[src/rtl/i2c_tg_pkg.sv]
package i2c_tg_pkg;

   typedef enum logic [1:0] {
      PH_IDLE = 2'd0,
      PH_LOW  = 2'd1,
      PH_HIGH = 2'd2
   } phase_e;

   localparam int LOW_OFFSET_LAST  = 13;
   localparam int HIGH_OFFSET_LAST = 1;
   localparam int HOLD_OFFSET_LAST = 1;

endpackage

[src/rtl/i2c_tg_tc_calc.sv]
module i2c_tg_tc_calc #(
   parameter int CFG_W = 8,
   parameter int CNT_W = CFG_W + 3
) (
   input  logic [CFG_W-1:0] low_cfg_i,
   input  logic [CFG_W-1:0] high_cfg_i,
   input  logic [CFG_W-1:0] hold_cfg_i,
   output logic [CNT_W-1:0] low_last_o,
   output logic [CNT_W-1:0] high_last_o,
   output logic [CNT_W-1:0] upd_last_o,
   output logic             clamp_o
);
   import i2c_tg_pkg::*;

   localparam int PAD4 = CNT_W - CFG_W - 2;
   localparam int PAD1 = CNT_W - CFG_W;

   if (CFG_W < 2) begin : g_bad_cfg_w
      $error("i2c_tg_tc_calc: CFG_W must be at least 2");
   end
   if (CNT_W < CFG_W + 3) begin : g_bad_cnt_w
      $error("i2c_tg_tc_calc: CNT_W too small for 4*max+14");
   end

   logic [CNT_W-1:0] hold_last;

   always_comb begin
      low_last_o  = {{PAD4{1'b0}}, low_cfg_i, 2'b00} + CNT_W'(LOW_OFFSET_LAST);
      high_last_o = {{PAD4{1'b0}}, high_cfg_i, 2'b00} + CNT_W'(HIGH_OFFSET_LAST);
      hold_last   = {{PAD1{1'b0}}, hold_cfg_i} + CNT_W'(HOLD_OFFSET_LAST);
      clamp_o     = (hold_last >= low_last_o);
      upd_last_o  = clamp_o ? (low_last_o - CNT_W'(1)) : hold_last;
   end

endmodule

[src/rtl/i2c_tg_scl_fsm.sv]
module i2c_tg_scl_fsm #(
   parameter int CNT_W = 11
) (
   input  logic             clk_i,
   input  logic             rst_ni,
   input  logic             en_i,
   input  logic             req_i,
   input  logic [CNT_W-1:0] low_last_i,
   input  logic [CNT_W-1:0] high_last_i,
   input  logic [CNT_W-1:0] upd_last_i,
   input  logic             clamp_i,
   output logic             accept_o,
   output logic             upd_now_o,
   output logic             scl_low_o,
   output logic             fall_o,
   output logic             rise_o,
   output logic             err_o
);
   import i2c_tg_pkg::*;

   phase_e           phase_q;
   logic [CNT_W-1:0] cnt_q;
   logic [CNT_W-1:0] low_last_q;
   logic [CNT_W-1:0] high_last_q;
   logic [CNT_W-1:0] upd_last_q;
   logic             high_end;

   assign high_end  = (phase_q == PH_HIGH) && (cnt_q == high_last_q);
   assign accept_o  = en_i && req_i && ((phase_q == PH_IDLE) || high_end);
   assign upd_now_o = (phase_q == PH_LOW) && (cnt_q == upd_last_q);

   always_ff @(posedge clk_i or negedge rst_ni) begin
      if (!rst_ni) begin
         phase_q     <= PH_IDLE;
         cnt_q       <= '0;
         low_last_q  <= '0;
         high_last_q <= '0;
         upd_last_q  <= '0;
         scl_low_o   <= 1'b0;
         fall_o      <= 1'b0;
         rise_o      <= 1'b0;
         err_o       <= 1'b0;
      end else if (!en_i) begin
         phase_q   <= PH_IDLE;
         cnt_q     <= '0;
         scl_low_o <= 1'b0;
         fall_o    <= 1'b0;
         rise_o    <= 1'b0;
         err_o     <= 1'b0;
      end else begin
         fall_o <= 1'b0;
         rise_o <= 1'b0;
         if (accept_o) begin
            phase_q     <= PH_LOW;
            cnt_q       <= '0;
            low_last_q  <= low_last_i;
            high_last_q <= high_last_i;
            upd_last_q  <= upd_last_i;
            scl_low_o   <= 1'b1;
            fall_o      <= 1'b1;
            err_o       <= err_o | clamp_i;
         end else begin
            unique case (phase_q)
               PH_LOW: begin
                  if (cnt_q == low_last_q) begin
                     phase_q   <= PH_HIGH;
                     cnt_q     <= '0;
                     scl_low_o <= 1'b0;
                     rise_o    <= 1'b1;
                  end else begin
                     cnt_q <= cnt_q + CNT_W'(1);
                  end
               end
               PH_HIGH: begin
                  if (high_end) begin
                     phase_q <= PH_IDLE;
                     cnt_q   <= '0;
                  end else begin
                     cnt_q <= cnt_q + CNT_W'(1);
                  end
               end
               default: begin
                  cnt_q <= '0;
               end
            endcase
         end
      end
   end

   a_r2_fall_is_edge: assert property (@(posedge clk_i) disable iff (!rst_ni)
      fall_o |-> (scl_low_o && !$past(scl_low_o)));

   a_r3_rise_is_edge: assert property (@(posedge clk_i) disable iff (!rst_ni)
      rise_o |-> (!scl_low_o && $past(scl_low_o)));

   a_r7_disable_clears: assert property (@(posedge clk_i) disable iff (!rst_ni)
      !en_i |=> (!scl_low_o && phase_q == PH_IDLE && cnt_q == '0 && !err_o));

   a_r5_err_sticky: assert property (@(posedge clk_i) disable iff (!rst_ni)
      (en_i && err_o) |=> err_o);

   a_r5_upd_inside_low: assert property (@(posedge clk_i) disable iff (!rst_ni)
      (phase_q == PH_LOW) |-> (upd_last_q < low_last_q));

endmodule

[src/rtl/i2c_tg_sda_ctl.sv]
module i2c_tg_sda_ctl (
   input  logic clk_i,
   input  logic rst_ni,
   input  logic en_i,
   input  logic accept_i,
   input  logic bit_i,
   input  logic upd_now_i,
   output logic sda_low_o,
   output logic upd_o
);

   logic bit_q;

   always_ff @(posedge clk_i or negedge rst_ni) begin
      if (!rst_ni) begin
         bit_q     <= 1'b1;
         sda_low_o <= 1'b0;
         upd_o     <= 1'b0;
      end else if (!en_i) begin
         bit_q     <= 1'b1;
         sda_low_o <= 1'b0;
         upd_o     <= 1'b0;
      end else begin
         upd_o <= upd_now_i;
         if (accept_i) begin
            bit_q <= bit_i;
         end
         if (upd_now_i) begin
            sda_low_o <= ~bit_q;
         end
      end
   end

   a_r4_sda_moves_on_update: assert property (@(posedge clk_i) disable iff (!rst_ni)
      ($past(en_i) && en_i && !upd_o) |-> $stable(sda_low_o));

   a_r8_upd_single: assert property (@(posedge clk_i) disable iff (!rst_ni)
      upd_o |=> !upd_o);

endmodule

[src/rtl/i2c_master_timing.sv]
module i2c_master_timing #(
   parameter int CFG_W = 8
) (
   input  logic             clk_i,
   input  logic             rst_ni,
   input  logic             en_i,
   input  logic             bit_req_i,
   input  logic             bit_i,
   input  logic [CFG_W-1:0] low_cfg_i,
   input  logic [CFG_W-1:0] high_cfg_i,
   input  logic [CFG_W-1:0] hold_cfg_i,
   output logic             scl_drive_low_o,
   output logic             sda_drive_low_o,
   output logic             scl_fall_o,
   output logic             scl_rise_o,
   output logic             sda_upd_o,
   output logic             cfg_err_o
);

   localparam int CNT_W = CFG_W + 3;

   logic [CNT_W-1:0] low_last;
   logic [CNT_W-1:0] high_last;
   logic [CNT_W-1:0] upd_last;
   logic             clamp;
   logic             accept;
   logic             upd_now;

   i2c_tg_tc_calc #(
      .CFG_W (CFG_W),
      .CNT_W (CNT_W)
   ) u_tc_calc (
      .low_cfg_i   (low_cfg_i),
      .high_cfg_i  (high_cfg_i),
      .hold_cfg_i  (hold_cfg_i),
      .low_last_o  (low_last),
      .high_last_o (high_last),
      .upd_last_o  (upd_last),
      .clamp_o     (clamp)
   );

   i2c_tg_scl_fsm #(
      .CNT_W (CNT_W)
   ) u_scl_fsm (
      .clk_i       (clk_i),
      .rst_ni      (rst_ni),
      .en_i        (en_i),
      .req_i       (bit_req_i),
      .low_last_i  (low_last),
      .high_last_i (high_last),
      .upd_last_i  (upd_last),
      .clamp_i     (clamp),
      .accept_o    (accept),
      .upd_now_o   (upd_now),
      .scl_low_o   (scl_drive_low_o),
      .fall_o      (scl_fall_o),
      .rise_o      (scl_rise_o),
      .err_o       (cfg_err_o)
   );

   i2c_tg_sda_ctl u_sda_ctl (
      .clk_i     (clk_i),
      .rst_ni    (rst_ni),
      .en_i      (en_i),
      .accept_i  (accept),
      .bit_i     (bit_i),
      .upd_now_i (upd_now),
      .sda_low_o (sda_drive_low_o),
      .upd_o     (sda_upd_o)
   );

   a_r8_strobes_exclusive: assert property (@(posedge clk_i) disable iff (!rst_ni)
      $onehot0({scl_fall_o, scl_rise_o, sda_upd_o}));

   a_r5_update_before_rise: assert property (@(posedge clk_i) disable iff (!rst_ni)
      sda_upd_o |-> scl_drive_low_o);

endmodule

[config.mk]
export PLATFORM = sky130hd
export DESIGN_NAME = i2c_master_timing
export DESIGN_NICKNAME = d
export VERILOG_FILES = /design/src/rtl/i2c_tg_pkg.sv /design/src/rtl/i2c_tg_tc_calc.sv /design/src/rtl/i2c_tg_scl_fsm.sv /design/src/rtl/i2c_tg_sda_ctl.sv /design/src/rtl/i2c_master_timing.sv
export SDC_FILE = /design/constraint.sdc
export NUM_CORES = 1
export LEC_CHECK = 0
export ABC_AREA = 0
export BUFFER_PORTS_ARGS = -buffer_cell sky130_fd_sc_hd__buf_2
export CORE_ASPECT_RATIO = 0.75
export CORE_MARGIN = 2
export CORE_UTILIZATION = 57
export DETAILED_ROUTE_END_ITERATION = 8
export PLACE_DENSITY = 0.78
export SLEW_MARGIN = 5
export SYNTH_ARGS = -nofsm -noshare
export SYNTH_HDL_FRONTEND = slang
export SYNTH_HIERARCHICAL = 1
export SYNTH_SLANG_ARGS = --single-unit
[constraint.sdc]
create_clock -name clk_i -period 2.81 [get_ports clk_i]
set_clock_uncertainty 0.05 [all_clocks]
set_input_delay 0.562 -clock clk_i [delete_from_list [all_inputs] [get_ports clk_i]]
set_output_delay 0.562 -clock clk_i [all_outputs]
set_load 0.02 [all_outputs]
==> metrics list <==
- The synthesized design spends more area on one cell type than any other, namely sky130_fd_sc_hd__dfrtp_1.
* Endpoint type of the worst setup path: flop
- CTS built an H-tree with a depth of 2.
* Total of endpoints with negative setup slack in the final report: 9
- For the pin with the worst max-slew slack, the measured transition is roughly 0.67 ns.
* Diodes inserted: 0
- For this design the ratio of total power to cell area is between 600 and 700 mW/mm^2.
- Maximum operating frequency: between 0.3 and 0.4 GHz
* Placer congestion estimate: roughly 0.82
- Count of filler cells inserted in the layout: 388
* Wire length of the first global-routing pass: about 12 mm
- Slowest-stage cell, CP: sky130_fd_sc_hd__a2111oi_4
- Synthesis instantiated between 50 and 60 different standard cells from the library.
- Max-cap violations in this run came to 0.
- Clock period minus worst slack: about 3.1 ns
- WP data required: between 2 and 3 ns
* Number of flip-flops and latches in the synthesized netlist: 53
- For this run, the detailed router's first-pass iteration total came to 4.
- Number of global-route vias before repair: roughly 2400
* Slew HR: 0.556
- Setup slack on the critical path of the routed design comes to -0.319 ns.
- Of the available clock period, the critical path in the final layout requires 1.11.
- The die covers about 0.0064 mm^2.
- Entering global routing, the biggest net connects 54 pins.
* Largest vdd supply drop: 457 uV
- Summing every instance area after synthesis gives ~0.0033 mm^2.
- Final Hold Violating Endpoints: 0
- Overall global routing resource usage: 0.253
* Most common cell after layout, fill and taps aside: sky130_fd_sc_hd__dfrtp_1
- Of the synthesized area, sequential elements account for 0.403.
* Worst min path class: primary input to asynchronous set/reset pin
- CTS Buffer Depth: 2
* Remaining antenna violation count: 0
- List of cells traversed by the critical path: buf_12, inv_12, ha_4, buf_4, xor2_1, ha_1, a21oi_4, o21ai_4, a2111oi_4, a2111oi_4, buf_6, mux2_4, mux2_4
- Number of CTS-inserted buffers: 5
- The number of pins with negative max-slew slack in the final report is 0.
- Run status: finished, violations left
- Overall power consumption: between 2000 and 3000 uW
* DRT Wirelength: roughly 8.1 mm
- Clock network latency to the later pin of the worst-skew pair: between 0.3 and 0.4 ns
- The final reports fail on setup timing.
* Maximum fanout along the worst path: 5
- The floorplan step defined a core boundary enclosing ~0.0055 mm^2.
- Overall via count from detail_route: approximately 2400
- Cell count after placement: 415
- Max incr delay on CP: ~0.42 ns
- The initial utilization of the core area, before any placement, comes to 0.602.
- The critical path is of the primary input to flop type.
- The tree is rooted in a sky130_fd_sc_hd__clkbuf_8.
- Final TNS setup: -2.16 ns
* Top cell type's share of synthesized area: 0.395
- TritonCTS built the clock tree.
- The clock net in this run drives a total of between 50 and 60 sinks.
- The HPWL after detailed placement is just over 5 mm.
- Each instance of the synthesized netlist takes up on average 11.0 um^2.
- Gr ovfl total: 0
- The number of buffers and inverters on the critical path is 4.
- Setup repair after global routing could not meet its margin everywhere.
* Top-level I/O count: 35
- Data on the critical path arrives at its endpoint at ~3.3 ns.
- The worst setup path is launched from a primary input.
* Leading cell types in the layout, fill and taps excluded: sky130_fd_sc_hd__dfrtp_1, sky130_fd_sc_hd__buf_4, sky130_fd_sc_hd__buf_2, sky130_fd_sc_hd__xnor2_1
* Clock Pin Slew Worst Setup and Hold Paths: 0.10 ns
* Instance count of the mapped netlist: 299
- The die is around 70 um tall.
- Standby leakage power: 0.00178 uW
- Ranked by total cell area, the synthesized netlist is headed by sky130_fd_sc_hd__dfrtp_1, sky130_fd_sc_hd__mux2_1, sky130_fd_sc_hd__xor2_1, sky130_fd_sc_hd__xnor2_1, sky130_fd_sc_hd__ha_1.
- In the final routed layout, each cell accounts on average for 19.0 um.
- Placed Instance Area: 0.00373 mm^2
- Relative to the synthesized area, the layout overhead comes to 23.1%.
- YS warnings: 6
- Share of post-route cells with drive strength above 1: 0.364
- Post-detailed-route via-to-cell ratio: between 5 and 6
* Post-route cell area: just over 0.004 mm^2
- Die span in x: about 92 um
* Initial antenna violation count: 0
- The count of cells in the finished layout, fillers not included, comes to between 400 and 500.
* Largest delay contributor family on the critical path: compound AO/OA/AOI/OAI gates
- The floorplan has 23 rows.
* Worst slack, placed: -0.654 ns
- The first routing iteration left 166 violations.
- Count of unresolved DRC violations after routing: 0
- In this run the tool buffered the top-level ports with 34 buffer cells.
* # nets final: approximately 400
-- repair_timing --
action | 4_1_cts | 5_1_grt
hold buffers | 0 | 0
setup buffers | 4 | 2
pin swaps | 11 | 10
hold endpoints to repair | 0 | 0
gates resized for setup | 24 | 12
endpoints found under the setup margin | 9 | 10
cloned | 1 | 0
-- final timing paths --
kind	from	end	slack, ns	cells after the start
worst min-delay path	rst_ni	u_scl_fsm/cnt_q[7]$_DFF_PN0_	0.32	2
max in group asynchronous	rst_ni	u_scl_fsm/upd_last_q[9]$_DFFE_PN0P_	1.96	2
min in group clk_i	high_cfg_i[7]	u_scl_fsm/high_last_q[9]$_DFFE_PN0P_	0.41	2
worst max-delay path	low_cfg_i[0]	u_scl_fsm/upd_last_q[4]$_DFFE_PN0P_	-0.32	13
worst min register to register	u_scl_fsm/low_last_q[7]$_DFFE_PN0P_	u_scl_fsm/low_last_q[7]$_DFFE_PN0P_	0.47	1
worst max register to register	u_scl_fsm/cnt_q[8]$_DFF_PN0_	u_scl_fsm/low_last_q[8]$_DFFE_PN0P_	0.37	6
-- kinds of logic after synthesis --
group	share of synthesized area
and+or+nand+nor	0.124
other	0.00228
DFF	0.403
adders and majority gates	0.0532
AOI/OAI and AO/OA	0.0593
buffers and inverters	0.0768
xor gates and xnor gates	0.141
muxes	0.140
-- registers in the layout, summed over array words and instances, names as in the netlist --
register / count
u_scl_fsm/cnt_q: 11
u_scl_fsm/high_last_q: 11
u_scl_fsm/low_last_q: 11
u_scl_fsm/upd_last_q: 11
u_scl_fsm/phase_q: 2
u_scl_fsm/err_o: 1
u_scl_fsm/fall_o: 1
u_scl_fsm/rise_o: 1
u_scl_fsm/scl_low_o: 1
u_sda_ctl/bit_q: 1
u_sda_ctl/sda_low_o: 1
u_sda_ctl/upd_o: 1
-- final cells by class --
cell class | count | area [um^2] | share of cell area
inverters | 14 | 77.6 | 0.0191
clock buffers | 5 | 68.8 | 0.0170
flip-flops and latches | 53 | 1330 | 0.328
repair buffers | 72 | 505 | 0.125
multi-input cells | 207 | 1960 | 0.483
clock inverters | 3 | 22.5 | 0.00556
well taps | 75 | 93.8 | 0.0232
-- power breakdown --
part           leakage [uW]  internal [uW]  total, uW  switching, uW
clock             0.0000364            175        437            262
combinational       0.00107            556       1100            543
sequential         0.000664           1020       1210            195
total               0.00178           1750       2750           1000
-- synth_stat cells, drive strengths merged --
| cell | n |
|---|---|
| a21oi | 2 |
| nor4 | 11 |
| nor4b | 1 |
| or3 | 1 |
| nor2 | 7 |
| a22o | 1 |
| clkinv | 1 |
| o21bai | 1 |
| inv | 13 |
| nor3 | 5 |
| nand3 | 11 |
| buf | 25 |
| nand2b | 2 |
| dfrtp | 52 |
| o31ai | 1 |
| xnor2 | 26 |
| nor2b | 1 |
| o2111ai | 1 |
| clkbuf | 5 |
| nand2 | 13 |
| and2b | 1 |
| and2 | 2 |
| xor2 | 27 |
| a21boi | 2 |
| and3b | 1 |
| dfstp | 1 |
| nand3b | 1 |
| mux2i | 1 |
| mux2 | 40 |
| a31o | 1 |
| nand4 | 8 |
| o21ai | 7 |
| o211ai | 2 |
| a31oi | 1 |
| ha | 14 |
| and3 | 5 |
| a2111oi | 3 |
| conb | 2 |
-- through the flow --
step                      utilization  hold WS, ns
after global routing            0.741        0.367
after global placement          0.681        0.441
after detailed placement        0.681        0.447
final                           0.741        0.320
after floorplan                     -        0.216
after CTS                       0.726        0.331
-- layer usage --
metal | GRT usage | vias up | part of all wire
met3 | 0.0413 | 23 | 0.055
met4 | 0.0746 | 0 | 0.035
met1 | 0.353 | 1199 | 0.43
met5 | 0 | - | 0
li1 | - | 1112 | -
met2 | 0.408 | 82 | 0.48
No activity file was read; power rests on OpenSTA's default activity.
